$ cat src/rtl/hecc_pkg.sv
package hecc_pkg;

   localparam int BYTE_W = 8;
   localparam int BIT_IW = $clog2(BYTE_W);
   localparam int COL_W  = 2 * BIT_IW;

   typedef logic [BYTE_W-1:0] byte_t;
   typedef logic [COL_W-1:0]  colpar_t;

   // Each data bit feeds one parity of every even/odd pair, chosen by that
   // bit of its own position.
   function automatic colpar_t col_parity(input byte_t d);
      colpar_t c;
      c = '0;
      for (int b = 0; b < BYTE_W; b++) begin
         for (int l = 0; l < BIT_IW; l++) begin
            c[2*l + ((b >> l) & 1)] ^= d[b];
         end
      end
      return c;
   endfunction

endpackage

$ cat src/rtl/hecc_byte_term.sv
module hecc_byte_term
   import hecc_pkg::*;
#(
   parameter int IDXW = 8,
   localparam int RESW = COL_W + 2*IDXW
)(
   input  byte_t            dat,
   input  logic [IDXW-1:0]  idx,
   output logic [RESW-1:0]  term
);

   logic bpar;
   assign bpar = ^dat;

   assign term[COL_W-1:0] = col_parity(dat);

   for (genvar k = 0; k < IDXW; k++) begin : g_line
      assign term[COL_W + 2*k]     = bpar & ~idx[k];
      assign term[COL_W + 2*k + 1] = bpar &  idx[k];
   end

endmodule

$ cat src/rtl/hecc_accum.sv
module hecc_accum
   import hecc_pkg::*;
#(
   parameter int CHUNK_BYTES = 256,
   parameter int CNT_W       = 16,
   localparam int IDXW = $clog2(CHUNK_BYTES),
   localparam int RESW = COL_W + 2*IDXW
)(
   input  logic             clk,
   input  logic             rst_n,
   input  logic             clr,
   input  logic             ecc_en,
   input  logic             byte_vld,
   input  byte_t            byte_dat,
   output logic [RESW-1:0]  res_word,
   output logic             res_vld,
   output logic [CNT_W-1:0] chunk_cnt
);

   localparam logic [IDXW-1:0] LAST_IDX = IDXW'(CHUNK_BYTES - 1);

   if (CHUNK_BYTES < 2 || (CHUNK_BYTES & (CHUNK_BYTES - 1)) != 0) begin : g_bad_chunk
      $error("CHUNK_BYTES must be a power of two of at least 2");
   end
   if (CNT_W < 1) begin : g_bad_cnt
      $error("CNT_W must be at least 1");
   end

   logic [IDXW-1:0] idx;
   logic [RESW-1:0] run, term, nxt;
   logic            take, last;

   hecc_byte_term #(.IDXW(IDXW)) u_term (
      .dat  (byte_dat),
      .idx  (idx),
      .term (term)
   );

   assign take = ecc_en & byte_vld;
   assign last = (idx == LAST_IDX);
   assign nxt  = run ^ term;

   always_ff @(posedge clk or negedge rst_n) begin
      if (!rst_n) begin
         run       <= '0;
         idx       <= '0;
         res_word  <= '0;
         res_vld   <= 1'b0;
         chunk_cnt <= '0;
      end else begin
         res_vld <= 1'b0;
         if (clr) begin
            run       <= '0;
            idx       <= '0;
            chunk_cnt <= '0;
         end else if (take) begin
            idx <= idx + IDXW'(1);
            if (last) begin
               res_word  <= nxt;
               res_vld   <= 1'b1;
               run       <= '0;
               chunk_cnt <= chunk_cnt + CNT_W'(1);
            end else begin
               run <= nxt;
            end
         end
      end
   end

   assert_single_pulse_R4: assert property (@(posedge clk) disable iff (!rst_n)
      res_vld |=> !res_vld);

   assert_pulse_follows_byte_R4: assert property (@(posedge clk) disable iff (!rst_n)
      res_vld |-> $past(take && !clr));

   assert_idle_holds_R6: assert property (@(posedge clk) disable iff (!rst_n)
      (!take && !clr) |=> ($stable(run) && $stable(idx)));

   assert_clear_zeroes_R7: assert property (@(posedge clk) disable iff (!rst_n)
      clr |=> (run == '0 && idx == '0 && chunk_cnt == '0));

endmodule

$ cat src/rtl/hecc_code_ser.sv
module hecc_code_ser
   import hecc_pkg::*;
#(
   parameter int RESW  = 22,
   parameter int CODEW = 24,
   localparam int CODE_BYTES = CODEW / BYTE_W,
   localparam int CBW        = $clog2(CODE_BYTES + 1)
)(
   input  logic             clk,
   input  logic             rst_n,
   input  logic             clr,
   input  logic             load,
   input  logic [RESW-1:0]  res_word,
   output logic [CODEW-1:0] code_word,
   output logic             code_vld,
   output byte_t            code_byte
);

   if (CODEW % BYTE_W != 0 || CODEW < RESW + 2) begin : g_bad_code
      $error("CODEW must be a whole number of bytes holding the result shifted by two");
   end

   logic [CODEW-1:0] sreg;
   logic [CBW-1:0]   left;

   assign code_word = ~(CODEW'(res_word) << 2);
   assign code_vld  = (left != '0);
   assign code_byte = sreg[CODEW-1 -: BYTE_W];

   always_ff @(posedge clk or negedge rst_n) begin
      if (!rst_n) begin
         sreg <= '0;
         left <= '0;
      end else if (clr) begin
         left <= '0;
      end else if (load) begin
         sreg <= code_word;
         left <= CBW'(CODE_BYTES);
      end else if (left != '0) begin
         sreg <= sreg << BYTE_W;
         left <= left - CBW'(1);
      end
   end

   assert_code_starts_after_result_R10: assert property (@(posedge clk) disable iff (!rst_n)
      $rose(code_vld) |-> $past(load));

   assert_code_moves_R10: assert property (@(posedge clk) disable iff (!rst_n)
      (code_vld && !clr && !load) |=> (left == $past(left) - CBW'(1)));

endmodule

$ cat src/rtl/hecc_chunk_parity.sv
module hecc_chunk_parity
   import hecc_pkg::*;
#(
   parameter int CHUNK_BYTES = 256,
   parameter int CNT_W       = 16,
   localparam int IDXW  = $clog2(CHUNK_BYTES),
   localparam int RESW  = COL_W + 2*IDXW,
   localparam int CODEW = ((RESW + 2 + BYTE_W - 1) / BYTE_W) * BYTE_W
)(
   input  logic             clk,
   input  logic             rst_n,
   input  logic             clr,
   input  logic             ecc_en,
   input  logic             byte_vld,
   input  logic [7:0]       byte_dat,
   output logic             res_vld,
   output logic [RESW-1:0]  res_word,
   output logic [CNT_W-1:0] chunk_cnt,
   output logic [CODEW-1:0] code_word,
   output logic             code_vld,
   output logic [7:0]       code_byte
);

   hecc_accum #(
      .CHUNK_BYTES (CHUNK_BYTES),
      .CNT_W       (CNT_W)
   ) u_accum (
      .clk       (clk),
      .rst_n     (rst_n),
      .clr       (clr),
      .ecc_en    (ecc_en),
      .byte_vld  (byte_vld),
      .byte_dat  (byte_dat),
      .res_word  (res_word),
      .res_vld   (res_vld),
      .chunk_cnt (chunk_cnt)
   );

   hecc_code_ser #(
      .RESW  (RESW),
      .CODEW (CODEW)
   ) u_code (
      .clk       (clk),
      .rst_n     (rst_n),
      .clr       (clr),
      .load      (res_vld),
      .res_word  (res_word),
      .code_word (code_word),
      .code_vld  (code_vld),
      .code_byte (code_byte)
   );

   assert_count_steps_R8: assert property (@(posedge clk) disable iff (!rst_n)
      res_vld |-> (chunk_cnt == CNT_W'($past(chunk_cnt) + 1)));

   assert_clear_stops_code_R7: assert property (@(posedge clk) disable iff (!rst_n)
      clr |=> (!code_vld && !res_vld));

endmodule

$ cat config.mk
export PLATFORM = sky130hd
export DESIGN_NAME = hecc_chunk_parity
export DESIGN_NICKNAME = d
export VERILOG_FILES = /design/src/rtl/hecc_pkg.sv /design/src/rtl/hecc_byte_term.sv /design/src/rtl/hecc_accum.sv /design/src/rtl/hecc_code_ser.sv /design/src/rtl/hecc_chunk_parity.sv
export SDC_FILE = /design/constraint.sdc
export NUM_CORES = 1
export LEC_CHECK = 0
export ABC_AREA = 0
export ABC_CLOCK_PERIOD_IN_PS = 1900
export BUFFER_PORTS_ARGS = -buffer_cell sky130_fd_sc_hd__buf_2
export CORE_ASPECT_RATIO = 0.75
export CORE_MARGIN = 5
export CORE_UTILIZATION = 30
export DETAILED_ROUTE_END_ITERATION = 12
export PLACE_DENSITY = 0.52
export RECOVER_POWER = 25
export SKIP_LAST_GASP = 1
export SLEW_MARGIN = 30
export SYNTH_ARGS = -nofsm -noshare
export SYNTH_HDL_FRONTEND = slang
export SYNTH_SLANG_ARGS = --single-unit
export TNS_END_PERCENT = 50
$ cat constraint.sdc
create_clock -name clk -period 1.9 [get_ports clk]
set_input_delay 0 -clock clk [delete_from_list [all_inputs] [get_ports clk]]
set_output_delay 0 -clock clk [all_outputs]
set_load 0.03 [all_outputs]
Yosys cells after proc, flatten, opt, wreduce, memory -nomap -nowiden
Index checks and enable logic that the tools add are counted.
{"block": "totals", "register_bits": 95}
{"block": "op_classes", "n_reduce_logical": 9, "add_sub_neg": 3, "bitwise_logic": 45, "n_eq_ne": 1, "n_mux": 16}
{"op": "2-to-1 mux 22 bit", "count": 3}
{"op": "2-to-1 mux 16 bit", "count": 3}
{"op": "2-to-1 mux 24 bit", "count": 2}
{"op": "inverter 24 bit", "count": 1}
{"op": "XOR 22 bit", "count": 1}
{"op": "bitwise AND 1 bit", "count": 17}
{"op": "XOR 1 bit", "count": 17}
{"op": "adder 16 x 1 -> 16 bit, second input constant", "count": 1}
{"op": "2-to-1 mux 8 bit", "count": 2}
{"op": "inverter 1 bit", "count": 9}
{"op": "adder 8 x 1 -> 8 bit, second input constant", "count": 1}
{"op": "equality test 8 bit, second input constant", "count": 1}
{"op": "nonzero test 2 bit", "count": 4}
{"op": "XOR reduction 8 bit", "count": 1}
{"op": "2-to-1 mux 2 bit", "count": 3}
{"op": "AND reduction 2 bit", "count": 2}
{"op": "2-to-1 mux 1 bit", "count": 3}
{"op": "AND reduction 3 bit", "count": 1}
{"op": "nonzero test 3 bit", "count": 1}
{"op": "subtractor 2 x 1 -> 2 bit, second input constant", "count": 1}

Logic depth before layout (Yosys ltp)
{"block": "logic_depth", "word_depth": 7, "ltp_mapped": 8, "mapped_depth_nobuf": 6}

Cells and area by module
A second synthesis with hierarchy kept.
{"block": "unflattened", "cells_unflattened": 497, "hier_area_um2": 5154.9}
{"mod": "hecc_accum", "area_each_um2": 3394.5, "n_inst": 1, "seq_area_each_um2": 1726.7, "cells_per_inst": 319}
{"mod": "hecc_code_ser", "area_each_um2": 1498.9, "n_inst": 1, "seq_area_each_um2": 625.6, "cells_per_inst": 145}
{"mod": "hecc_byte_term", "area_each_um2": 261.5, "n_inst": 1, "seq_area_each_um2": 0.0, "cells_per_inst": 33}

Least setup slack after synthesis
Ideal clock, no wire load.
{"block": "synth_path", "kind": "reg-to-reg", "from": "reg u_accum.idx[1]", "to": "reg u_accum.res_word[19]", "path_stages_with_launch": 7, "t_arrival_ns": 1.936, "t_required_ns": 1.830, "setup_ns": 0.070, "synth_period_minus_slack_ns": 2.006, "slack_ns": -0.106, "n_path_buf": 1, "path_cell_list": "dfrtp_1 > ha_1 > nand3_2 > or4_1 > buf_2 > or3_1 > nand3_1"}
{"block": "synth_between", "elab_chain_len": 2}
{"element": "from (decl)", "line": "hecc_accum.sv:29", "rtl": "logic [IDXW-1:0] idx;"}
{"element": "from (signal assigned)", "line": "hecc_accum.sv:57", "rtl": "idx <= idx + IDXW'(1);"}
{"element": "equality test 8 bit", "line": "hecc_accum.sv:40", "rtl": "assign last = (idx == LAST_IDX);"}
{"element": "AND reduction 3 bit (no line)"}
{"element": "to (signal assigned)", "line": "hecc_accum.sv:59", "rtl": "res_word <= nxt;"}
{"element": "to (decl)", "line": "hecc_accum.sv:15", "rtl": "output logic [RESW-1:0] res_word,"}
Every way passes these cells.
A chain may end at the register's enable or synchronous reset.

Final worst setup path
{"block": "layout_path", "from": "reg u_accum.idx[0]", "to": "reg u_accum.res_word[9]"}
Same word-level chain as after synthesis.

==> flow_summary.json <==
{
  "final_antenna_net_count": 0,
  "drc_errors": 0,
  "cp-end-kind": "flop",
  "mostFrequentLayoutCell": "dfrtp_1",
  "die_h_um": 117,
  "clk_path_buf_depth": 2,
  "gp_congestion": 0.768,
  "place_area_mm2": 0.00541,
  "core_region_area_mm2": 0.0151,
  "dp_hpwl_mm": 8.52,
  "drive_gt1_share_pct": 24.3,
  "htreeDepth": 3,
  "critPathKind": "reg2reg",
  "num_rows": 39,
  "drt-total-wl_mm": 11.8,
  "rr_worst_depth": 7,
  "fp.dieArea_mm2": 0.0179,
  "cap_violations": 0,
  "fmax_mhz": 546,
  "worstMarginPinSlew_ns": 1.08,
  "place_inst": 759,
  "chipWidth_um": 153,
  "final_nets": 584,
  "r2r-start": "u_accum.idx[0]",
  "grt_setup_unrepaired": "yes",
  "status": "finished clean",
  "cts_setup_buffers": 0,
  "arrival_ns": 2.12,
  "drt-initial-drc-count": 297,
  "antenna_found_initial": 0,
  "cts.sinks": 94,
  "holdPathEnd": "u_accum.chunk_cnt[8]",
  "initial_utilization_pct": 30.3,
  "hold_class": "in2reg",
  "fillCellCount": 1598,
  "final_cell_mix": "dfrtp_1, buf_2, nand2_1",
  "grt-ovfl-total": 0,
  "cts_made_buffers": 9,
  "period_share_pct": 96.4,
  "worst_setup_path_start_kind": "flop",
  "grt_max_degree": 42,
  "fin_cells": 778,
  "vias_per_cell": 4.73,
  "min_period_ns": 1.83,
  "ys_types": 41,
  "portBuffers": 82,
  "hold_path.startpoint": "clr",
  "worst-path-max-fanout": 9,
  "ys_ff_latch": 94,
  "p_leak_nw": 2.70,
  "root_buffer": "clkbuf_16",
  "timing.final.max_slew_violations": 0,
  "worstReg2RegEnd": "u_accum.res_word[9]",
  "crit_required_ns": 2.18,
  "first_global_vias": 3743,
  "synthCells": 477,
  "drt_pre_antenna_iters": 4,
  "cts.clk_slew.worst_paths_ns": 0.06,
  "setup_viol": 0,
  "hold_viol": 0,
  "ys_warn_count": 0,
  "num_vias": 3680,
  "p_per_area_mw_per_mm2": 786,
  "ios": 85,
  "wl_per_cell_um": 15.1,
  "n_antenna_cell": 0,
  "final_cell_area_mm2": 0.00571,
  "reg2reg_setup_slack_ns": 0.07,
  "ir_worst_vdd_mv": 0.397,
  "grt_usage_pct": 13.8,
  "area_growth_pct": 24.6,
  "slew_headroom_pct": 27.8,
  "grt_pass1_wl_mm": 19.7,
  "syn_area_per_cell_um2": 9.60,
  "finClkSkew_ns": 0.00618,
  "seq_area_frac_synth_pct": 51.4,
  "syn_area_mm2": 0.00458,
  "holdPathStages": 3,
  "clock_latency_ns": 0.34,
  "cts_tree": "built"
}
[flip-flops by register name (all words and copies together) (netlist names)]
register,count
u_accum.run,22
u_code.left,2
u_code.sreg,23
u_accum.chunk_cnt,16
u_accum.res_word,22
u_accum.res_vld,1
u_accum.idx,8
[per-layer routing]
metal  share of wire (%)  GRT usage [%]  vias to the layer above
li1                    -              -                     1806
met1                  48           18.8                     1787
met2                  46           22.0                       82
met3                 5.4           3.45                        5
met4                0.71           3.92                        0
met5                   0              0                        -
[critical path, cell delays in order, from the launching register on]
cell     delay [ns]
dfrtp_1        0.39
ha_4           0.17
nand3_4        0.06
or4_4          0.59
buf_4          0.20
nor3b_1        0.23
a21oi_1        0.07
nand2_1        0.07
[cells in the mapped netlist (all sizes together)]
master | n | area share, %
xnor2 | 21 | 4.0
xor2 | 18 | 3.4
a22o | 4 | 0.76
or4 | 2 | 0.33
mux2i | 17 | 3.7
o31ai | 15 | 2.5
and3 | 1 | 0.14
nand3 | 23 | 2.6
a31oi | 2 | 0.27
and2 | 6 | 0.82
nand2 | 65 | 5.3
inv | 27 | 2.2
o22ai | 7 | 0.96
o21ai | 45 | 4.9
nor4 | 3 | 0.87
ha | 3 | 0.82
nand2b | 9 | 1.2
conb | 1 | 0.082
a21o | 1 | 0.16
clkbuf | 14 | 1.2
nor2 | 33 | 2.7
nor3 | 2 | 0.22
o32ai | 1 | 0.19
or3 | 10 | 1.4
a211oi | 1 | 0.27
and4 | 1 | 0.19
buf | 22 | 2.9
a21oi | 10 | 1.1
nand4 | 8 | 1.4
o311ai | 8 | 1.5
dfrtp | 94 | 51
or2 | 1 | 0.14
nor3b | 2 | 0.33
[cell type report]
cell class / count / area, um2 / area share [%]
Timing Repair Buffer: 115 / 722 / 12.7
Inverter: 27 / 101 / 1.78
Clock inverter: 5 / 33.8 / 0.592
Tap cell: 205 / 256 / 4.50
Sequential cell: 94 / 2350 / 41.3
Clock buffer: 11 / 243 / 4.25
Multi-Input combinational cell: 321 / 2000 / 35.0
[repair_timing]
item | 4_1_cts | 5_1_grt
setup endpoints to repair | 3 | 13
hold buffers | 3 | 0
pin swaps | 0 | 1
gates cloned | 0 | 0
gates resized for setup | 1 | 4
endpoints found under the hold margin | 36 | 0
[cell families (layout without fill, tap and decap cells)]
logic type | after synthesis | after routing | share of synthesized area, %
muxes | 17 | 17 | 3.71
and+or+nand+nor | 166 | 166 | 17.7
other | 1 | 2 | 0.0819
adders and majority gates | 3 | 3 | 0.820
buffers and inverters | 63 | 158 | 6.25
xor gates and xnor gates | 39 | 39 | 7.46
AOI/OAI and AO/OA | 94 | 94 | 12.6
DFF | 94 | 94 | 51.4
[metrics by stage]
| stage | hold slack, ns | total power, mW | utilization [%] | TNS (ns) | setup slack [ns] |
|---|---|---|---|---|---|
| after global placement | 0.0294 | 2.81 | 35.7 | 0 | 0.0246 |
| final | 0.129 | 4.49 | 37.7 | 0 | 0.0679 |
| after CTS | 0.123 | 4.57 | 37.8 | 0 | 0.0694 |
| after global routing | 0.134 | 4.71 | 37.7 | -0.0115 | -0.00965 |
| after detailed placement | 0.0340 | 2.83 | 35.7 | -0.0833 | -0.0515 |
| after floorplan | -0.296 | 2.58 | - | 0 | 0.0506 |
[how the worst max path moves through the flow]
stage | startpoint | endpoint | cells after the start
after floorplan | u_accum.idx[1] | u_accum.res_word[19] | 6
final | u_accum.idx[0] | u_accum.res_word[9] | 7
after CTS | u_accum.idx[0] | u_accum.res_word[9] | 7
after global routing | u_accum.idx[0] | u_accum.res_word[9] | 7
after detailed placement | u_accum.idx[0] | u_accum.res_word[9] | 7
after global placement | u_accum.idx[0] | u_accum.res_word[9] | 7
[power by group]
group	internal [mW]	switching, mW	total, mW
Clock	0.924	0.782	1.71
Combinational	0.246	0.428	0.674
Sequential	2.06	0.0425	2.11
Total	3.23	1.25	4.49
Power figures use the tool's default switching activity.
